## src/rtl/regfile_pkg.sv

```systemverilog
package regfile_pkg;

    // Addressing-mode code that the source read port receives
    typedef enum logic [1:0] {
        AM_REG = 2'd0,
        AM_IDX = 2'd1,
        AM_IND = 2'd2,
        AM_INC = 2'd3
    } amode_e;

    // Entries with fixed roles
    localparam int IDX_PC = 0;
    localparam int IDX_SP = 1;
    localparam int IDX_SR = 2;
    localparam int IDX_CG = 3;

endpackage

```

## src/rtl/regfile_wr_fmt.sv

```systemverilog
module regfile_wr_fmt
    import regfile_pkg::*;
#(
    parameter int DW = 16,
    parameter int AW = 4
) (
    input  logic          wr_en,
    input  logic [AW-1:0] wr_idx,
    input  logic          wr_byte,
    input  logic [DW-1:0] wr_data,
    output logic          commit,
    output logic [DW-1:0] fmt_data
);
    localparam int HALF = DW / 2;

    logic is_ptr;
    logic is_cg;

    always_comb begin
        is_cg  = (wr_idx == AW'(IDX_CG));
        is_ptr = (wr_idx == AW'(IDX_PC)) || (wr_idx == AW'(IDX_SP));
        commit = wr_en && !is_cg;

        if (wr_byte) begin
            fmt_data = {{(DW-HALF){1'b0}}, wr_data[HALF-1:0]};
        end else begin
            fmt_data = wr_data;
        end

        if (is_ptr) begin
            fmt_data[0] = 1'b0;
        end
    end

endmodule

```

## src/rtl/regfile_store.sv

```systemverilog
module regfile_store
    import regfile_pkg::*;
#(
    parameter int DW   = 16,
    parameter int NREG = 16,
    parameter int AW   = 4
) (
    input  logic                      clk,
    input  logic                      rst_n,
    input  logic                      commit,
    input  logic [AW-1:0]             wr_idx,
    input  logic [DW-1:0]             fmt_data,
    output logic [NREG-1:0][DW-1:0]   regs_o
);
    typedef struct packed {
        logic [NREG-1:0][DW-1:0] regs;
    } store_t;

    store_t st_d;
    store_t st_q;

    always_comb begin
        st_d = st_q;
        for (int i = 0; i < NREG; i++) begin
            if (commit && (wr_idx == AW'(i)) && (i != IDX_CG)) begin
                st_d.regs[i] = fmt_data;
            end
        end
        st_d.regs[IDX_CG] = '0;
    end

    always_ff @(posedge clk) begin
        if (!rst_n) begin
            st_q <= '0;
        end else begin
            st_q <= st_d;
        end
    end

    assign regs_o = st_q.regs;

    AST_CG_SLOT_EMPTY: assert property (@(posedge clk) disable iff (!rst_n)
        st_q.regs[IDX_CG] == '0);

endmodule

```

## src/rtl/regfile_rd_port.sv

```systemverilog
module regfile_rd_port
    import regfile_pkg::*;
#(
    parameter int DW   = 16,
    parameter int NREG = 16,
    parameter int AW   = 4
) (
    input  logic                    clk,
    input  logic                    rst_n,
    input  logic [NREG-1:0][DW-1:0] regs,
    input  logic [AW-1:0]           rd_idx,
    input  logic [1:0]              rd_mode,
    input  logic                    commit,
    input  logic [AW-1:0]           wr_idx,
    input  logic [DW-1:0]           fmt_data,
    output logic [DW-1:0]           rd_data
);
    amode_e          mode;
    logic [DW-1:0]   stored;
    logic [DW-1:0]   cg1_val;
    logic [DW-1:0]   cg2_val;
    logic            fwd_hit;

    always_comb begin
        mode    = amode_e'(rd_mode);
        fwd_hit = commit && (wr_idx == rd_idx);
        stored  = fwd_hit ? fmt_data : regs[rd_idx];

        unique case (mode)
            AM_REG:  cg2_val = '0;
            AM_IDX:  cg2_val = DW'(1);
            AM_IND:  cg2_val = DW'(2);
            default: cg2_val = '1;
        endcase

        unique case (mode)
            AM_REG:  cg1_val = stored;
            AM_IDX:  cg1_val = '0;
            AM_IND:  cg1_val = DW'(4);
            default: cg1_val = DW'(8);
        endcase

        if (rd_idx == AW'(IDX_CG)) begin
            rd_data = cg2_val;
        end else if (rd_idx == AW'(IDX_SR)) begin
            rd_data = cg1_val;
        end else begin
            rd_data = stored;
        end
    end

    AST_CG2_ALL_ONES: assert property (@(posedge clk) disable iff (!rst_n)
        (rd_idx == AW'(IDX_CG)) && (rd_mode == 2'd3) |-> rd_data == '1);

    AST_CG2_ZERO: assert property (@(posedge clk) disable iff (!rst_n)
        (rd_idx == AW'(IDX_CG)) && (rd_mode == 2'd0) |-> rd_data == '0);

    AST_CG1_FOUR: assert property (@(posedge clk) disable iff (!rst_n)
        (rd_idx == AW'(IDX_SR)) && (rd_mode == 2'd2) |-> rd_data == DW'(4));

    AST_GP_FORWARD: assert property (@(posedge clk) disable iff (!rst_n)
        commit && (wr_idx == rd_idx) && (rd_idx > AW'(IDX_CG)) |-> rd_data == fmt_data);

endmodule

```

## src/rtl/cpu_regfile.sv

```systemverilog
module cpu_regfile
    import regfile_pkg::*;
#(
    parameter  int DW   = 16,
    parameter  int NREG = 16,
    localparam int AW   = $clog2(NREG)
) (
    input  logic          clk,
    input  logic          rst_n,
    input  logic          wr_en,
    input  logic [AW-1:0] wr_idx,
    input  logic          wr_byte,
    input  logic [DW-1:0] wr_data,
    input  logic [AW-1:0] rd_a_idx,
    input  logic [1:0]    rd_a_mode,
    output logic [DW-1:0] rd_a_data,
    input  logic [AW-1:0] rd_b_idx,
    output logic [DW-1:0] rd_b_data,
    output logic [DW-1:0] pc_o,
    output logic [DW-1:0] sr_o
);
    localparam int HALF = DW / 2;

    logic                    commit;
    logic [DW-1:0]           fmt_data;
    logic [NREG-1:0][DW-1:0] regs;

    regfile_wr_fmt #(.DW(DW), .AW(AW)) u_fmt (
        .wr_en    (wr_en),
        .wr_idx   (wr_idx),
        .wr_byte  (wr_byte),
        .wr_data  (wr_data),
        .commit   (commit),
        .fmt_data (fmt_data)
    );

    regfile_store #(.DW(DW), .NREG(NREG), .AW(AW)) u_store (
        .clk      (clk),
        .rst_n    (rst_n),
        .commit   (commit),
        .wr_idx   (wr_idx),
        .fmt_data (fmt_data),
        .regs_o   (regs)
    );

    // Source port: mode code selects constants for entries 2 and 3
    regfile_rd_port #(.DW(DW), .NREG(NREG), .AW(AW)) u_rd_a (
        .clk      (clk),
        .rst_n    (rst_n),
        .regs     (regs),
        .rd_idx   (rd_a_idx),
        .rd_mode  (rd_a_mode),
        .commit   (commit),
        .wr_idx   (wr_idx),
        .fmt_data (fmt_data),
        .rd_data  (rd_a_data)
    );

    // Destination port: register mode fixed, so stored contents come back
    regfile_rd_port #(.DW(DW), .NREG(NREG), .AW(AW)) u_rd_b (
        .clk      (clk),
        .rst_n    (rst_n),
        .regs     (regs),
        .rd_idx   (rd_b_idx),
        .rd_mode  (2'd0),
        .commit   (commit),
        .wr_idx   (wr_idx),
        .fmt_data (fmt_data),
        .rd_data  (rd_b_data)
    );

    assign pc_o = regs[IDX_PC];
    assign sr_o = regs[IDX_SR];

    AST_PC_EVEN: assert property (@(posedge clk) disable iff (!rst_n)
        pc_o[0] == 1'b0);

    AST_SP_WRITE_EVEN: assert property (@(posedge clk) disable iff (!rst_n)
        wr_en && (wr_idx == AW'(IDX_SP)) && (rd_b_idx == AW'(IDX_SP)) |-> rd_b_data[0] == 1'b0);

    AST_BYTE_CLEARS_UPPER: assert property (@(posedge clk) disable iff (!rst_n)
        wr_en && wr_byte && (wr_idx == AW'(IDX_PC)) |=> pc_o[DW-1:HALF] == '0);

    AST_SR_WORD_WRITE: assert property (@(posedge clk) disable iff (!rst_n)
        wr_en && !wr_byte && (wr_idx == AW'(IDX_SR)) |=> sr_o == $past(wr_data));

    AST_CG_PORT_B_ZERO: assert property (@(posedge clk) disable iff (!rst_n)
        (rd_b_idx == AW'(IDX_CG)) |-> rd_b_data == '0);

endmodule

```

## config.mk

```make
export PLATFORM = sky130hd
export DESIGN_NAME = cpu_regfile
export DESIGN_NICKNAME = d
export VERILOG_FILES = /design/src/rtl/regfile_pkg.sv /design/src/rtl/regfile_wr_fmt.sv /design/src/rtl/regfile_store.sv /design/src/rtl/regfile_rd_port.sv /design/src/rtl/cpu_regfile.sv
export SDC_FILE = /design/constraint.sdc
export NUM_CORES = 1
export LEC_CHECK = 0
export BUFFER_PORTS_ARGS = -buffer_cell sky130_fd_sc_hd__buf_2
export CORE_MARGIN = 2
export CORE_UTILIZATION = 59
export CTS_CLUSTER_SIZE = 16
export DETAILED_ROUTE_END_ITERATION = 10
export PLACE_DENSITY = 0.87
export SLEW_MARGIN = 10
export SYNTH_ARGS = -nofsm -noshare
export SYNTH_HDL_FRONTEND = slang
export SYNTH_SLANG_ARGS = --single-unit
```

## constraint.sdc

```tcl
create_clock -name clk -period 3.14 [get_ports clk]
set_input_delay 0.314 -clock clk [delete_from_list [all_inputs] [get_ports clk]]
set_output_delay 0.314 -clock clk [all_outputs]
set_load 0.05 [all_outputs]
```

==> results of run 1 <==
## kinds of logic (layout without fill, tap and decap cells)
kind of cell,count (synthesis),count (layout),synth area share [%]
other,0,1,0
XOR/XNOR,8,8,0.557
multiplexers,178,178,20.5
AO/OA/AOI/OAI,346,346,18.4
AND/OR/NAND/NOR,610,610,18.8
flip-flops,240,240,34.5
buffers and inverters,185,216,7.00
adder cells (fa/ha/maj),4,4,0.359
## worst min-delay path, stage by stage
cell and delay, ps:
buf_2 230, nand2_1 90, a21boi_0 70
## final timing paths
kind | start | to | slack, ps
max | u_store.regs_o[8] | rd_a_data[8] | 50
min | wr_data[7] | u_store.regs_o[231] | 200
max reg2reg | u_store.regs_o[10] | u_store.regs_o[10] | 2230
min reg2reg | u_store.regs_o[186] | u_store.regs_o[186] | 460
## cell type report
cell class	instances	area share [%]
clock buffers	34	4.91
repair buffers	159	6.70
diodes	1	0.0163
clock inverters	12	0.923
inverters	11	0.270
multi-input cells	1146	53.2
flip-flops and latches	240	31.4
well taps	319	2.61
## metal layers
| metal | up-vias | routed length [um] |
|---|---|---|
| li1 | 5460 | - |
| met1 | 5976 | 16600 |
| met2 | 1099 | 19600 |
| met3 | 279 | 6480 |
| met4 | 2 | 3170 |
| met5 | - | 40 |
## cells in the final DEF, fill, tap and decap left out, types with 9 or more instances in the layout
cell type,instances
inv_1,11
mux2i_1,71
and2_1,23
a21oi_1,11
dfxtp_1,240
o22ai_1,13
mux4_2,83
clkbuf_16,27
nand2_1,477
a21boi_1,24
a21boi_0,176
o221ai_1,11
nand2b_1,19
buf_4,62
a221o_1,12
nor2b_1,32
o21ai_0,42
buf_2,92
mux2_2,17
o211ai_1,19
nor2_1,19
nand3_1,9
## stage by stage
step / cell area [um^2] / utilization, %
after floorplan: 13900 / -
after global placement: 14400 / 61.8
after detailed placement: 14400 / 61.8
after CTS: 15300 / 65.6
after global routing: 15300 / 65.6
final: 15300 / 65.6
## power by group
| part | leakage (nW) | total [W] | internal [W] | switching [W] |
|---|---|---|---|---|
| clock network | 0.445 | 0.00323 | 0.00192 | 0.00131 |
| logic | 3.09 | 0.000809 | 0.000265 | 0.000544 |
| registers | 1.94 | 0.00310 | 0.00308 | 0.0000264 |
==> run_results.csv, run 1 <==
group,metric,value,unit
worst_setup_path,worstSetupStartpointType,"flop",
sta,finalHoldViolations,0,
cells_and_area,areaGrowthSynthToFinish,9.96,%
sta,max_slew_margin,29.5,%
cells_and_area,drive_gt1_share,20.2,%
route,drtIter0Drc,1847,
route,remaining_drc_errors,0,
worst_setup_path,crit_path_top_delay_cell,"o31ai_1",
global_routing,grt_max_degree,103,
worst_setup_path,crit_buf_inv,1,
place,port_buffers,97,
cells_and_area,multi_input_area,0.00815,mm^2
route,dr.pass1.iters,7,
floorplan,io_pins,98,
global_routing,grtUsageTotal,36.7,%
worst_setup_path,end_kind,"output pin",
logic_synthesis,ys_ff_latch,240,
logic_synthesis,synth_edf_count,0,
clocking,clkLatencyLatePin,540,ps
clocking,cts.sinks,240,
cells_and_area,largest_reg_flops,240,
logic_synthesis,ys_seq_area_share,34.5,%
clocking,post_cts_buffers,0,
floorplan,die_x,158,um
global_routing,grt_overflow,0,
cells_and_area,seq_area,0.00480,mm^2
sta,slew_violations,0,
sta,fin_crit_sh,98.4,%
global_routing,busiest_layer,"met2",
floorplan,design.core.area,0.0233,mm^2
cells_and_area,fin_cells,1922,
logic_synthesis,synthTopCellsByCount,"477 x nand2_1, 240 x dfxtp_1, 176 x a21boi_0",
place,dpl.hpwl,30400,um
global_routing,grtUsageMet3,9.03,%
logic_synthesis,synth_area_leaders,"dfxtp_1 34%, mux4_2 13%, nand2_1 13%",
cells_and_area,nFillCells,1832,
worst_setup_path,cp_data_required_time,2830,ps
clocking,clock-root-buffer,"clkbuf_16",
worst_hold_path,hold_depth,3,
clocking,cts_buffer_depth,3,
place,pre_cts_ws,309,ps
route,drtAntennaViolNets,0,
logic_synthesis,ys_async_sr_fraction,0,%
sta,max_freq,324,MHz
worst_setup_path,reg2regPathDepth,3,
place,dpl.cell_count,1875,
power,power_density,466,mW/mm^2
sta,skew,0,ps
floorplan,die_h,158,um
sta,rsz0062_at_grt,"false",
sta,fin_ws,51.5,ps
outcome,outcome,"completed",
floorplan,rows,56,
run,drv_cap,0,
logic_synthesis,synthCells,1571,
sta,worst_pin_slew,1050,ps
clocking,h-tree-depth,1,
logic_synthesis,synth_top_cell_area_share,34.5,%
floorplan,initial_core_util,59.7,%
sta,fin_tns_setup,0,ps
worst_setup_path,crit_chain,"mux2i_1 -> or2_0 -> a221o_1 -> and3_1 -> o31ai_1 -> buf_2",
worst_setup_path,arrival,2770,ps
clocking,ctsResizeCount,0,
logic_synthesis,synthesis.area,0.0139,mm^2
worst_setup_path,cp.depth,6,
clocking,cts_made_buffers,27,
sta,setup_violations,0,
sta,fin_crit,3090,ps
global_routing,met2_usage,54.6,%
logic_synthesis,synth_cell_types,58,
logic_synthesis,ys_warn_count,0,
route,vias,12800,
clocking,postCtsHoldBufs,0,
logic_synthesis,synth_area_leader_cell,"dfxtp_1",
power,irDropWorstVdd,0.382,mV
logic_synthesis,yosysMostFrequentCell,"nand2_1",
cells_and_area,fin_nets,1623,
worst_setup_path,crit_type,"reg -> out",
sta,holdWs,202,ps
power,cellLeakagePower,5.47,nW
worst_setup_path,cp_max_fo,4,
global_routing,grt_antenna_before_repair,2,
global_routing,grt_pass1_vias,12400,
global_routing,met1_usage,48.4,%
logic_synthesis,syn_area_per_cell,8.87,um^2
place,gp_congestion,1.03,
route,post_drt_wl_per_cell,23.9,um
logic_synthesis,synth_flop_cell,"dfxtp_1",
global_routing,grt_pass1_wl,69500,um
worst_setup_path,max_stage_delay,480,ps
route,wl,45900,um
floorplan,dieArea,0.0249,mm^2
power,power,0.00714,W
clocking,clkTransAtPathRegs,60,ps
logic_synthesis,syn-num-nets,1609,
worst_hold_path,holdCritPathClass,"in -> reg",
route,viasPerCell,6.67,
worst_setup_path,critPathTopFamily,"compound AO/OA/AOI/OAI gates",
clocking,cts_tree,"yes",
Note: power is estimated with default switching activity, not from simulation.
==> inputs of run 2 (changes only) <==
Settings changed: GPL_TIMING_DRIVEN from default to 0.
==> run 2 against run 1 <==
  * The run now ends with negative setup slack left
  * Clock-buffer cell count up 2
  * Total power up 1.4%
  * Critical path depth up 3
  * Clock power about the same
  * Core utilization up 1.3 points
  * Combinational power up 11%
  * Sequential power about the same
  * Flip-flop and latch count unchanged
  * Die area unchanged
  * Global-route usage up 6.6 points
  * Largest cell class unchanged
==> run_results.csv, run 2 (synthesized netlist as in run 1, its figures left out) <==
group,metric,value,unit
run,drv_cap,0,
cells_and_area,utilization,67.0,%
worst_setup_path,worstSetupStartpointType,"input port",
global_routing,grt_antenna_before_repair,0,
sta,setup_violations,4,
clocking,h-tree-depth,1,
clocking,postCtsHoldBufs,0,
floorplan,io_pins,98,
global_routing,grt_pass1_vias,12600,
cells_and_area,diodes,0,
global_routing,grt_max_degree,14,
sta,fin_crit,3240,ps
global_routing,grt_pass1_wl,78300,um
place,port_buffers,81,
route,drtAntennaViolNets,0,
worst_hold_path,hold_depth,4,
place,dpl.cell_count,1971,
place,gp_congestion,1.05,
power,power,0.00724,W
route,wl,53800,um
floorplan,initial_core_util,59.7,%
sta,fin_ws,-98.2,ps
cells_and_area,final_cell_mix,"477 x nand2_1, 240 x dfxtp_1, 176 x a21boi_0, 117 x buf_2, 86 x clkbuf_1",
route,dr.pass1.iters,6,
worst_setup_path,cp_max_fo,10,
floorplan,rows,56,
worst_setup_path,end_kind,"output pin",
clocking,cts.sinks,240,
worst_setup_path,arrival,2920,ps
sta,holdWs,161,ps
clocking,clkTransAtPathRegs,60,ps
global_routing,grt_overflow,0,
clocking,clkLatencyLatePin,540,ps
sta,fin_crit_sh,103,%
cells_and_area,largest_reg_flops,240,
worst_setup_path,cp_data_required_time,2830,ps
clocking,clock-root-buffer,"clkbuf_16",
sta,slew_violations,0,
power,irDropWorstVdd,0.365,mV
sta,skew,0,ps
outcome,violations,"negative setup slack",
worst_hold_path,holdCritPathClass,"in -> reg",
worst_setup_path,crit_type,"in -> out",
clocking,cts_made_buffers,26,
place,pre_cts_ws,54.4,ps
floorplan,die_x,158,um
sta,finalHoldViolations,0,
route,drtIter0Drc,2069,
clocking,cts_buffer_depth,3,
route,post_drt_wl_per_cell,26.6,um
outcome,outcome,"finished, violations left",
worst_setup_path,reg2regPathDepth,3,
route,viasPerCell,6.75,
global_routing,grtUsageTotal,43.2,%
cells_and_area,multi_input_area,0.00815,mm^2
floorplan,die_h,158,um
cells_and_area,nFillCells,1868,
sta,rsz0062_at_grt,"false",
cells_and_area,fin_cells,2018,
cells_and_area,seq_area,0.00480,mm^2
floorplan,design.core.area,0.0233,mm^2
place,dpl.hpwl,39500,um
cells_and_area,drive_gt1_share,19.7,%
sta,worst_pin_slew,965,ps
sta,max_freq,309,MHz
route,vias,13600,
power,power_density,464,mW/mm^2
floorplan,dieArea,0.0249,mm^2
route,remaining_drc_errors,0,
clocking,cts_tree,"yes",
power,cellLeakagePower,5.61,nW
cells_and_area,fin_nets,1718,
cells_and_area,areaGrowthSynthToFinish,12.2,%
cells_and_area,layout_commonest_cell,"nand2_1",
sta,max_slew_margin,35.2,%
[run 2: cell types whose count changed in the layout (fill, tap and decap cells not counted), moves of 2 or more]
cell	before	now
clkbuf_1	2	86
buf_2	92	117
buf_4	62	45
buf_6	0	5
buf_12	5	1
buf_1	0	3
clkinv_2	7	5
[run 2: area by class of cell]
type                            instances  area share (%)
Timing Repair Buffer                   81            2.59
Buffer                                174            6.00
Sequential cell                       240            30.7
Inverter                               11           0.264
Multi-Input combinational cell       1146            52.1
Tap cell                              319            2.55
Clock buffer                           36            4.80
Clock inverter                         11           0.905
[run 2: repair_timing]
action / in CTS / in global routing
buffers inserted: 0 / 0
resized for setup: 0 / 3
setup endpoints to repair: 0 / 6
[run 2: final timing paths]
path | start | slack, ps | to
max | rd_a_idx[1] | -100 | rd_a_data[9]
min | wr_byte | 160 | u_store.regs_o[185]
max reg2reg | u_store.regs_o[45] | 2290 | u_store.regs_o[45]
min reg2reg | u_store.regs_o[117] | 470 | u_store.regs_o[117]
[run 2: metal layers]
metal	GRT usage, %	share of wire [%]	vias to the layer above
met4	26.0	7.7	0
met1	57.5	36	6398
met2	62.0	41	1261
met3	13.0	16	290
met5	0	0	-
li1	-	-	5666
[run 2: worst max-delay path: stages]
cell      delay [ps]
buf_2            240
clkbuf_4         330
buf_4            330
mux2i_1          120
o22ai_1          510
a221o_1          350
a221oi_1          80
o221ai_1         310
buf_2            330
[run 2: stage by stage]
stage / cell area (um^2) / TNS (ps)
CTS: 15600 / 0
detailed placement: 14700 / 0
floorplan: 13900 / 0
finish: 15600 / -215
global placement: 14700 / 0
global route: 15600 / 0
[run 2: where the power goes]
part           total (W)  switching, W  internal, W
sequential       0.00310     0.0000275      0.00307
combinational   0.000900      0.000633     0.000267
clock            0.00324       0.00133      0.00191
total            0.00724       0.00199      0.00526
